`src/rtl/cbx_pkg.sv`:
```
package cbx_pkg;

  localparam int PRG_PAGE = 8192;
  localparam int CHR_PAGE2 = 2048;
  localparam int CHR_PAGE1 = 1024;

  typedef logic [7:0][7:0] bank_file_t;

  typedef enum logic {
    MIR_VERT = 1'b0,
    MIR_HORZ = 1'b1
  } mirror_e;

  function automatic int wrap_bank(input logic [7:0] value, input int count);
    if (count < 1) return 0;
    return int'(value) % count;
  endfunction

endpackage

```
`src/rtl/cbx_regfile.sv`:
```
module cbx_regfile
  import cbx_pkg::*;
#(
  parameter bit EXT_MODE = 1'b0
) (
  input  logic       clk,
  input  logic       rst,
  input  logic       wr_en,
  input  logic [15:0] wr_addr,
  input  logic [7:0] wr_data,
  output bank_file_t regs,
  output mirror_e    mirror,
  output logic       hit
);

  localparam logic [15:0] DEC_MASK   = 16'hF003;
  localparam bit          R0_MIRRORS = !EXT_MODE;

  logic [15:0] masked;
  logic        bank_match;
  logic [2:0]  idx;
  logic [7:0]  keep;
  logic        upper_zone;
  logic        mir_match;
  logic        bank_wr;

  assign masked = wr_addr & DEC_MASK;

  always_comb begin
    bank_match = (masked[15:12] == 4'h8) || (masked[15:12] == 4'hA);
    idx        = {masked[13], masked[1:0]};
    keep       = (idx < 3'd2) ? 8'h3F : 8'hFF;
  end

  generate
    if (EXT_MODE) begin : g_ext
      assign upper_zone = (wr_addr >= 16'hC000);
      assign mir_match  = (masked == 16'hE000);
    end else begin : g_base
      assign upper_zone = 1'b0;
      assign mir_match  = 1'b0;
    end
  endgenerate

  assign bank_wr = wr_en && !upper_zone && bank_match;

  always_ff @(posedge clk) begin
    if (rst) begin
      regs   <= '0;
      mirror <= MIR_VERT;
      hit    <= 1'b0;
    end else begin
      hit <= bank_wr || (wr_en && mir_match);
      if (bank_wr) begin
        regs[idx] <= wr_data & keep;
      end
      if (bank_wr && (idx == 3'd0) && R0_MIRRORS) begin
        mirror <= mirror_e'(wr_data[6]);
      end
      if (wr_en && mir_match) begin
        mirror <= mirror_e'(wr_data[6]);
      end
    end
  end

endmodule

```
`src/rtl/cbx_prg_xlat.sv`:
```
module cbx_prg_xlat
  import cbx_pkg::*;
#(
  parameter int BANKS = 16,
  parameter int AW    = 17
) (
  input  logic          clk,
  input  logic          rst,
  input  logic [15:0]   rd_addr,
  input  logic [7:0]    bank_a,
  input  logic [7:0]    bank_b,
  output logic [AW-1:0] rom_addr,
  output logic          sel
);

  localparam int BW     = AW - 13;
  localparam int FIX_LO = (BANKS >= 2) ? BANKS - 2 : 0;
  localparam int FIX_HI = (BANKS >= 1) ? BANKS - 1 : 0;

  logic [7:0]    sw_reg [2];
  logic [BW-1:0] slot_bank [4];
  logic [AW-1:0] next_addr;

  assign sw_reg[0] = bank_a;
  assign sw_reg[1] = bank_b;

  genvar w;
  generate
    for (w = 0; w < 4; w++) begin : g_slot
      if (w < 2) begin : g_switch
        assign slot_bank[w] = BW'(wrap_bank(sw_reg[w], BANKS));
      end else begin : g_fixed
        assign slot_bank[w] = BW'((w == 2) ? FIX_LO : FIX_HI);
      end
    end
  endgenerate

  assign next_addr = {slot_bank[rd_addr[14:13]], rd_addr[12:0]};

  always_ff @(posedge clk) begin
    if (rst) begin
      rom_addr <= '0;
      sel      <= 1'b0;
    end else begin
      sel      <= rd_addr[15];
      rom_addr <= rd_addr[15] ? next_addr : '0;
    end
  end

endmodule

```
`src/rtl/cbx_chr_xlat.sv`:
```
module cbx_chr_xlat
  import cbx_pkg::*;
#(
  parameter int BANKS1K = 128,
  parameter int AW      = 17
) (
  input  logic          clk,
  input  logic          rst,
  input  logic [13:0]   vid_addr,
  input  bank_file_t    regs,
  output logic [AW-1:0] rom_addr,
  output logic          sel
);

  localparam int BANKS2K = (BANKS1K / 2 < 1) ? 1 : BANKS1K / 2;

  logic [AW-1:0] slot_base [8];
  logic [AW-1:0] next_addr;
  logic          in_win;

  genvar s;
  generate
    for (s = 0; s < 8; s++) begin : g_slot
      if (s < 4) begin : g_wide
        assign slot_base[s] = AW'(wrap_bank(regs[2 + s / 2], BANKS2K) * CHR_PAGE2
                                  + (s % 2) * CHR_PAGE1);
      end else begin : g_narrow
        assign slot_base[s] = AW'(wrap_bank(regs[s], BANKS1K) * CHR_PAGE1);
      end
    end
  endgenerate

  assign in_win    = !vid_addr[13];
  assign next_addr = slot_base[vid_addr[12:10]] | AW'(vid_addr[9:0]);

  always_ff @(posedge clk) begin
    if (rst) begin
      rom_addr <= '0;
      sel      <= 1'b0;
    end else begin
      sel      <= in_win;
      rom_addr <= in_win ? next_addr : '0;
    end
  end

endmodule

```
`src/rtl/cart_bank_xlat.sv`:
```
module cart_bank_xlat
  import cbx_pkg::*;
#(
  parameter int PRG_BANKS8  = 16,
  parameter int CHR_BANKS1K = 128,
  parameter bit EXT_MODE    = 1'b0,
  localparam int PRG_AW     = $clog2(PRG_BANKS8) + 13,
  localparam int CHR_AW     = $clog2(CHR_BANKS1K) + 10
) (
  input  logic              clk,
  input  logic              rst,
  input  logic              cpu_wr_en,
  input  logic [15:0]       cpu_wr_addr,
  input  logic [7:0]        cpu_wr_data,
  output logic              cpu_wr_hit,
  input  logic [15:0]       cpu_rd_addr,
  output logic [PRG_AW-1:0] prg_rom_addr,
  output logic              prg_sel,
  input  logic [13:0]       vid_addr,
  output logic [CHR_AW-1:0] chr_rom_addr,
  output logic              chr_sel,
  output logic              mirror_h
);

  bank_file_t regs;
  mirror_e    mirror;

  cbx_regfile #(.EXT_MODE(EXT_MODE)) u_regs (
    .clk     (clk),
    .rst     (rst),
    .wr_en   (cpu_wr_en),
    .wr_addr (cpu_wr_addr),
    .wr_data (cpu_wr_data),
    .regs    (regs),
    .mirror  (mirror),
    .hit     (cpu_wr_hit)
  );

  cbx_prg_xlat #(.BANKS(PRG_BANKS8), .AW(PRG_AW)) u_prg (
    .clk      (clk),
    .rst      (rst),
    .rd_addr  (cpu_rd_addr),
    .bank_a   (regs[0]),
    .bank_b   (regs[1]),
    .rom_addr (prg_rom_addr),
    .sel      (prg_sel)
  );

  cbx_chr_xlat #(.BANKS1K(CHR_BANKS1K), .AW(CHR_AW)) u_chr (
    .clk      (clk),
    .rst      (rst),
    .vid_addr (vid_addr),
    .regs     (regs),
    .rom_addr (chr_rom_addr),
    .sel      (chr_sel)
  );

  assign mirror_h = (mirror == MIR_HORZ);

endmodule

```
`config.mk`:
```
export PLATFORM = sky130hd
export DESIGN_NAME = cart_bank_xlat
export DESIGN_NICKNAME = d
export VERILOG_FILES = /design/src/rtl/cbx_pkg.sv /design/src/rtl/cbx_regfile.sv /design/src/rtl/cbx_prg_xlat.sv /design/src/rtl/cbx_chr_xlat.sv /design/src/rtl/cart_bank_xlat.sv
export SDC_FILE = /design/constraint.sdc
export NUM_CORES = 1
export LEC_CHECK = 0
export BUFFER_PORTS_ARGS = -buffer_cell sky130_fd_sc_hd__buf_2
export CAP_MARGIN = 40
export CORE_UTILIZATION = 60
export CTS_BUF_LIST = sky130_fd_sc_hd__clkbuf_4 sky130_fd_sc_hd__clkbuf_8
export CTS_CLUSTER_SIZE = 25
export DETAILED_ROUTE_END_ITERATION = 6
export PLACE_DENSITY_LB_ADDON = 0.08
export RECOVER_POWER = 100
export SLEW_MARGIN = 20
export SYNTH_ARGS = -nofsm -noshare
export SYNTH_HDL_FRONTEND = slang
export SYNTH_HIERARCHICAL = 1
export SYNTH_SLANG_ARGS = --single-unit
```
`constraint.sdc`:
```
create_clock -name clk -period 3.7 [get_ports clk]
set_input_delay 0.74 -clock clk [delete_from_list [all_inputs] [get_ports clk]]
set_output_delay 0.74 -clock clk [all_outputs]
set_load 0.01 [all_outputs]
```
==> flow_metrics.tcl, run 1 <==
set metrics [dict create \
    status "finished clean" \
    diodes 0 \
    setup_ws_ns 1.52 \
    initial_core_util 0.620 \
    cts_tree "built" \
    grt_pass1_vias 2037 \
    setup_viol 0 \
    multi_input_area_um2 1500 \
    maxSlewViolCount 0 \
    num_rows 27 \
    max_freq_mhz 460 \
    cts_setup_buffers 0 \
    die_h_um 77.2 \
    nets 425 \
    finalSetupTns_ns 0 \
    min_period_over_period 0.588 \
    drc 0 \
    insertion_delay_ns 0.36 \
    final-seq-area_um2 1720 \
    path_cells "buf_2 -> or2_0 -> inv_1 -> and2_0" \
    core_area_um2 5470 \
    fin_skew_ns 0.00630 \
    cts_max_level 3 \
    vias 2288 \
    crit_type "in -> reg" \
    crit_path_end_kind "register" \
    syn_area_um2 3390 \
    timing.final.hold_violations 0 \
    tightest_slew_ns 1.21 \
    grt-ovfl-total 0 \
    drt_iter0_drc 105 \
    hold_class "reg -> reg" \
    maxCapViolCount 0 \
    dpl.hpwl_mm 4.37 \
    max_stage_delay_ns 0.59 \
    grt_antenna_before_repair 0 \
    die_area_um2 5960 \
    crit_path_start "rst" \
    io_pins 95 \
    pre_cts_ws_ns 1.52 \
    grt_pass1_wl_mm 10.4 \
    start_kind "input port" \
    holdWs_ns 0.479 \
    area_growth_pct 14.6 \
    ir_drop_v 0.000310 \
    critPathMaxFanout 60 \
    n_fill_cell 453 \
    route.antenna.remaining_nets 0 \
    synth_area_per_cell_um2 11.2 \
    totalWireLength_mm 6.54 \
    worstPathRequired_ns 3.95 \
    die_x_um 77.2 \
    clk_pin_slew_worst_paths_ns 0.09 \
    root_buffer "clkbuf_8" \
    vias_per_cell 5.14 \
    drive_gt1_frac 0.198 \
    cts_buffers 9 \
    drt-wirelength-per-cell_um 14.7 \
    grtUsageTotal 0.229 \
    p_leak_uw 0.00170 \
    place_inst 429 \
    syn-num-nets 359 \
    cts-resized-gates 0 \
    yosysWarningCount 6 \
    cellPowerDensity_nw_per_um2 445 \
    gp_congestion 0.798 \
    period_needed_ns 2.18 \
    ctsHoldBuffers 0 \
    hp-start "u_regs/regs[48]$_SDFFE_PP0P_" \
    grt_max_degree 61 \
    slowest_stage "buf_2" \
    port_buffers 83 \
    clockBufferDepth 2 \
    clock-sinks 86 \
    final_cells 445 \
    arrival_ns 2.43 \
    syn_inst 302 \
    r2r-start "u_regs/regs[59]$_SDFFE_PP0P_" \
    slew_headroom 0.188 \
    dr.pass1.iters 5 \
    rsz0062_at_grt "no" \
]
==> cell usage in the layout, fill, tap and decap left out, drive strengths merged, types with 6 or more instances in the layout <==
cell type	n
dfxtp	86
nand2b	56
mux2i	50
clkbuf	48
buf	44
and2	23
nand2	9
a21oi	7
mux4	6
a22oi	6
==> final cells by class <==
type	count	share of cell area
Multi-Input combinational cell	187	0.386
Timing Repair Buffer	83	0.0942
Tap cell	72	0.0232
Inverter	1	0.000965
Clock buffer	9	0.0318
Sequential cell	86	0.443
Clock inverter	7	0.0209
==> per-layer routing <==
metal | track usage | share of wire | wire length, um | vias to the layer above
met5 | 0 | 0 | 0 | -
met4 | 0.108 | 0.018 | 118 | 0
met3 | 0.0488 | 0.060 | 393 | 11
met2 | 0.330 | 0.46 | 2980 | 61
met1 | 0.326 | 0.47 | 3050 | 1067
li1 | - | - | - | 1149
==> power breakdown <==
| part | internal, uW | switching, uW | total (uW) |
|---|---|---|---|
| combinational | 48.9 | 59.8 | 109 |
| sequential | 940 | 4.30 | 945 |
| clock | 321 | 356 | 677 |
| total | 1310 | 420 | 1730 |
==> registers in the layout, summed over array words and instances (netlist names) <==
register / count
u_prg/sel: 1
u_regs/hit: 1
u_prg/rom_addr: 17
u_regs/mirror: 1
u_chr/sel: 1
u_regs/regs: 48
u_chr/rom_addr: 17
==> worst max-delay path: cells and delay by family <==
| kind | cells | cell delay, ns |
|---|---|---|
| buf+inv | 2 | 0.87 |
| simple gates | 2 | 0.80 |
==> worst paths after layout <==
check                                       end  slack (ns)  cells past startpoint
setup / recovery   u_chr/rom_addr[3]$_SDFF_PP0_        1.52                      4
hold / removal     u_regs/regs[48]$_SDFFE_PP0P_        0.48                      2
setup reg to reg  u_chr/rom_addr[13]$_SDFF_PP0_        2.58                      3
hold reg to reg    u_regs/regs[48]$_SDFFE_PP0P_        0.48                      2
==> per-stage QoR <==
step	util	total power (uW)	area, um2
final	0.711	1730	3890
after global routing	0.711	1800	3890
after CTS	0.724	1750	3960
after detailed placement	0.687	1080	3760
after global placement	0.687	1080	3760
after floorplan	-	1040	3390
Power figures use the tool's default switching activity.
==> inputs of run 2 (changes only) <==
- CORE_UTILIZATION: 60 -> 50
- clock period: 3.7 -> 2 ns (I/O delays scaled with it)
==> run 2 against run 1 <==
  * The run now ends with DRC left
  * Non-clock buffer count up 4
  * Global-route usage decreased by 3.1 points
  * Sequential power up 85%
  * Core utilization down 9.9 points
  * Register-to-register slack got worse by 1.7 ns
  * Wire length up 1.7%
  * Clock skew shrank 0.0016 ns
  * Cell area is 1.5% higher
  * Cell count rose by 2.0%
  * Critical path depth stayed put
  * Combinational power up 87%
  * Critical path type unchanged
  * Critical endpoint is now u_regs/regs[29]$_SDFFE_PP0P_
  * Highest routed layer unchanged
==> flow_metrics.tcl, run 2 (synthesized netlist as in run 1, its figures left out) <==
set metrics [dict create \
    cts_max_level 3 \
    crit_path_end_kind "register" \
    grt_pass1_vias 2180 \
    drt-wirelength-per-cell_um 14.6 \
    nets 429 \
    grt_max_degree 47 \
    dr.pass1.iters 6 \
    ir_drop_v 0.000406 \
    maxCapViolCount 0 \
    core_area_um2 6460 \
    drc 20 \
    vias_per_cell 4.99 \
    start_kind "input port" \
    final_cell_mix "dfxtp_1 (86), nand2b_1 (56), mux2i_1 (50)" \
    critPathMaxFanout 46 \
    cts_buffers 9 \
    cts-resized-gates 0 \
    insertion_delay_ns 0.35 \
    grt_antenna_before_repair 0 \
    setup_ws_ns 0.507 \
    grtUsageTotal 0.198 \
    violations "DRC" \
    rsz0062_at_grt "no" \
    arrival_ns 1.71 \
    ctsHoldBuffers 0 \
    n_fill_cell 578 \
    worstPathRequired_ns 2.22 \
    maxSlewViolCount 0 \
    area_growth_pct 16.4 \
    period_needed_ns 1.49 \
    cts_tree "built" \
    die_area_um2 7120 \
    setup_viol 0 \
    die_h_um 84.4 \
    grt_pass1_wl_mm 10.8 \
    grt-ovfl-total 0 \
    root_buffer "clkbuf_8" \
    gp_congestion 0.781 \
    p_total_uw 3300 \
    path_cells "buf_2 -> clkbuf_2 -> nand2b_1 -> mux2i_1" \
    post-route-util 0.612 \
    drt_iter0_drc 94 \
    max_stage_delay_ns 0.59 \
    route.antenna.remaining_nets 0 \
    cellPowerDensity_nw_per_um2 836 \
    p_leak_uw 0.00172 \
    finalSetupTns_ns 0 \
    initial_core_util 0.526 \
    fin_skew_ns 0.00467 \
    top_register "u_regs/regs" \
    die_x_um 84.4 \
    clk_pin_slew_worst_paths_ns 0.08 \
    slowest_stage "clkbuf_2" \
    hold_class "in -> reg" \
    holdWs_ns 0.235 \
    port_buffers 83 \
    crit_type "in -> reg" \
    min_period_over_period 0.746 \
    layout_commonest_cell "dfxtp_1" \
    vias 2266 \
    max_freq_mhz 670 \
    tightest_slew_ns 0.937 \
    io_pins 95 \
    clockBufferDepth 2 \
    diodes 0 \
    timing.final.hold_violations 0 \
    largest_reg_flops 48 \
    cts_setup_buffers 0 \
    clock-sinks 86 \
    biggestRegsByFlops "u_regs/regs: 48 flops, u_chr/rom_addr: 17 flops, u_prg/rom_addr: 17 flops" \
    status "complete, but fails checks" \
    dpl.hpwl_mm 4.43 \
    num_rows 29 \
    drive_gt1_frac 0.207 \
    slew_headroom 0.374 \
    pre_cts_ws_ns 0.227 \
    totalWireLength_mm 6.65 \
]
-- run 2: cell types whose count changed in the layout (fill, tap and decap cells not counted), sizes merged --
cell      delta
bufinv       +1
buf          +2
clkbuf       +4
clkinv       -2
inv          -3
clkinvlp     +2
-- run 2: cell type report --
type                            instances  area [um2]  share of cell area
Clock buffer                           11         145              0.0367
Clock inverter                          5        82.6              0.0209
Inverter                                1        3.75            0.000950
Multi-Input combinational cell        187        1510               0.382
Sequential cell                        86        1720               0.436
Tap cell                               77        96.3              0.0244
Timing Repair Buffer                   87         393              0.0995
-- run 2: worst max-delay path: cells and delay by family --
family,cells,cell delay (ns)
multiplexers,1,0.13
AND/OR/NAND/NOR,1,0.38
buffers and inverters,2,0.79
-- run 2: path summary, 6_finish.rpt --
check	slack, ns	end	from	cells after the start
worst min-delay path	0.24	u_regs/hit$_SDFF_PP0_	cpu_wr_addr[12]	2
worst max register to register	0.88	u_chr/rom_addr[11]$_SDFF_PP0_	u_regs/regs[57]$_SDFFE_PP0P_	3
worst max-delay path	0.51	u_regs/regs[29]$_SDFFE_PP0P_	rst	4
worst min register to register	0.48	u_regs/regs[43]$_SDFFE_PP0P_	u_regs/regs[43]$_SDFFE_PP0P_	2
-- run 2: per-stage QoR --
step           cell area [um2]  instances
3_5_place_dp              3810        438
4_1_cts                   4030        454
2_1_floorplan             3390        302
6_report                  3950        454
5_1_grt                   3950        454
3_3_place_gp              3810        438
-- run 2: power by group --
part / total [uW] / leakage, uW / internal [uW] / switching [uW]
logic: 204 / 0.000921 / 91.1 / 113
registers: 1750 / 0.000698 / 1740 / 7.23
clock network: 1350 / 0.000105 / 751 / 602
total: 3300 / 0.00172 / 2580 / 722
-- run 2: routing by layer --
layer / track usage / up-vias / share of wire
met5: 0 / - / 0
met4: 0.0924 / 0 / 0.013
met3: 0.0403 / 8 / 0.056
met2: 0.315 / 61 / 0.45
met1: 0.260 / 1048 / 0.48
li1: - / 1149 / -
==> inputs of run 3 (changes only) <==
- CORE_UTILIZATION: 50 -> 55
- clock period: 2 -> 1.4 ns (I/O delays scaled with it)
==> run 3 against run 2 <==
  * The flow now finishes without violations
  * Worst hold slack got worse by 0.10 ns
  * Sequential power grew 42%
  * Largest cell class unchanged
  * Sequential share of layout area shrank 0.50 points
  * Wire length up 0.24%
  * Die area shrank 8.9%
  * Global-route usage is 1.4 points higher
  * Largest power group unchanged
==> flow_metrics.tcl, run 3 (synthesized netlist as in run 1, its figures left out) <==
set metrics [dict create \
    status "finished clean" \
    tightest_slew_ns 0.916 \
    finalSetupTns_ns 0 \
    stdcell_area_um2 4000 \
    pwr-share-seq 0.577 \
    start_kind "input port" \
    max_freq_mhz 795 \
    insertion_delay_ns 0.34 \
    gp_congestion 0.757 \
    diodes 0 \
    ir_drop_v 0.000714 \
    clock-sinks 86 \
    area_growth_pct 17.7 \
    worstPathRequired_ns 1.61 \
    place_inst 454 \
    grtUsageTotal 0.212 \
    top_register "u_regs/regs" \
    clk_pin_slew_worst_paths_ns 0.09 \
    num_rows 28 \
    die_h_um 80.6 \
    final_cell_mix "dfxtp_1 (86), nand2b_1 (56), mux2i_1 (50)" \
    p_sw_uw 1050 \
    r2r_slack_ns 0.29 \
    io_pins 95 \
    worstRegToRegCells 3 \
    arrival_ns 1.47 \
    slew_headroom 0.388 \
    vias_per_cell 4.97 \
    largest_reg_flops 48 \
    fin_skew_ns 0.00606 \
    p_clk_frac 0.350 \
    dr.pass1.iters 4 \
    setup_viol 0 \
    hold_path_end "u_prg/rom_addr[9]$_SDFF_PP0_" \
    cts-resized-gates 0 \
    min_delay_path_depth 2 \
    period_needed_ns 1.26 \
    min_period_over_period 0.899 \
    grt_pass1_wl_mm 10.2 \
    hp-start "cpu_rd_addr[9]" \
    crit_path_end_kind "register" \
    cellInternalPower_uw 3280 \
    ctsHoldBuffers 0 \
    timing.final.hold_violations 0 \
    grt_max_degree 21 \
    rsz0062_at_grt "no" \
    p_total_uw 4330 \
    r2r-start "u_regs/regs[57]$_SDFFE_PP0P_" \
    cts_max_level 3 \
    totalWireLength_mm 6.66 \
    r2r-end "u_chr/rom_addr[11]$_SDFF_PP0_" \
    drt_iter0_drc 95 \
    dpl.hpwl_mm 4.67 \
    drt-wirelength-per-cell_um 14.2 \
    grt-ovfl-total 0 \
    postPlaceCellArea_um2 3950 \
    maxCapViolCount 0 \
    hold_class "in -> reg" \
    vias 2337 \
    port_buffers 83 \
    critPathMaxFanout 4 \
    cts_setup_buffers 0 \
    die_area_um2 6490 \
    biggestRegsByFlops "u_regs/regs: 48 flops, u_chr/rom_addr: 17 flops, u_prg/rom_addr: 17 flops" \
    p_leak_uw 0.00175 \
    clockBufferDepth 2 \
    grt_antenna_before_repair 0 \
    crit_type "in -> reg" \
    layout_commonest_cell "dfxtp_1" \
    nets 447 \
    core_area_um2 5920 \
    swShare 0.242 \
    drc 0 \
    maxSlewViolCount 0 \
    die_x_um 80.6 \
    root_buffer "clkbuf_8" \
    holdWs_ns 0.135 \
    route.antenna.remaining_nets 0 \
    cts_buffers 9 \
    grt_pass1_vias 2149 \
    cts_tree "built" \
    drive_gt1_frac 0.233 \
    pwr-share-comb 0.073 \
    final_cells 470 \
    initial_core_util 0.573 \
    cellPowerDensity_nw_per_um2 1080 \
]
run 3: cell types whose count changed in the layout (fill, tap and decap cells not counted), sizes merged:
| cell | previous run | this run |
|---|---|---|
| buf | 46 | 56 |
| clkbuf | 52 | 58 |
| bufinv | 2 | 0 |
| clkinv | 0 | 2 |
| clkinvlp | 3 | 5 |
run 3: final cells by class:
| type | count | area, um2 |
|---|---|---|
| Sequential cell | 86 | 1720 |
| Tap cell | 75 | 93.8 |
| Clock buffer | 9 | 124 |
| Clock inverter | 7 | 51.3 |
| Inverter | 1 | 3.75 |
| Multi-Input combinational cell | 187 | 1500 |
| Timing Repair Buffer | 105 | 505 |
| Fill cell | 519 | 1920 |
run 3: worst max-delay path by stage:
stage,start,slack [ns],endpoint,cells past startpoint
after floorplan,cpu_wr_addr[14],-0.009,u_regs/regs[10]$_SDFFE_PP0P_,4
after global placement,cpu_wr_addr[14],-0.18,u_regs/regs[9]$_SDFFE_PP0P_,4
after detailed placement,cpu_wr_addr[14],-0.20,u_regs/regs[8]$_SDFFE_PP0P_,4
after CTS,cpu_wr_addr[14],0.17,u_regs/regs[10]$_SDFFE_PP0P_,4
after global routing,cpu_wr_addr[14],0.08,u_regs/regs[17]$_SDFFE_PP0P_,6
final,cpu_wr_addr[14],0.14,u_regs/regs[10]$_SDFFE_PP0P_,4
run 3: worst max-delay path, cell delays in order:
cell       delay [ns]
buf_2            0.10
nand4bb_1        0.22
or4b_1           0.69
mux2i_1          0.18
run 3: routing by layer:
metal  global-route usage  part of all wire
met2                0.346              0.48
met5                    0                 0
met3               0.0443             0.046
met4               0.0839            0.0041
met1                0.272              0.47
run 3: power groups by stage:
stage	clock network [uW]	logic, uW	registers (uW)
3_3_place_gp	0	334	2550
6_report	1510	316	2490
2_1_floorplan	0	171	2570
5_1_grt	1660	347	2500
3_5_place_dp	0	338	2550
4_1_cts	1560	340	2490
run 3: metrics by stage:
| step | setup WS (ns) | util |
|---|---|---|
| 2_1_floorplan | -0.00948 | - |
| 3_3_place_gp | -0.181 | 0.667 |
| 3_5_place_dp | -0.196 | 0.667 |
| 4_1_cts | 0.167 | 0.697 |
| 5_1_grt | 0.0770 | 0.675 |
| 6_report | 0.142 | 0.675 |
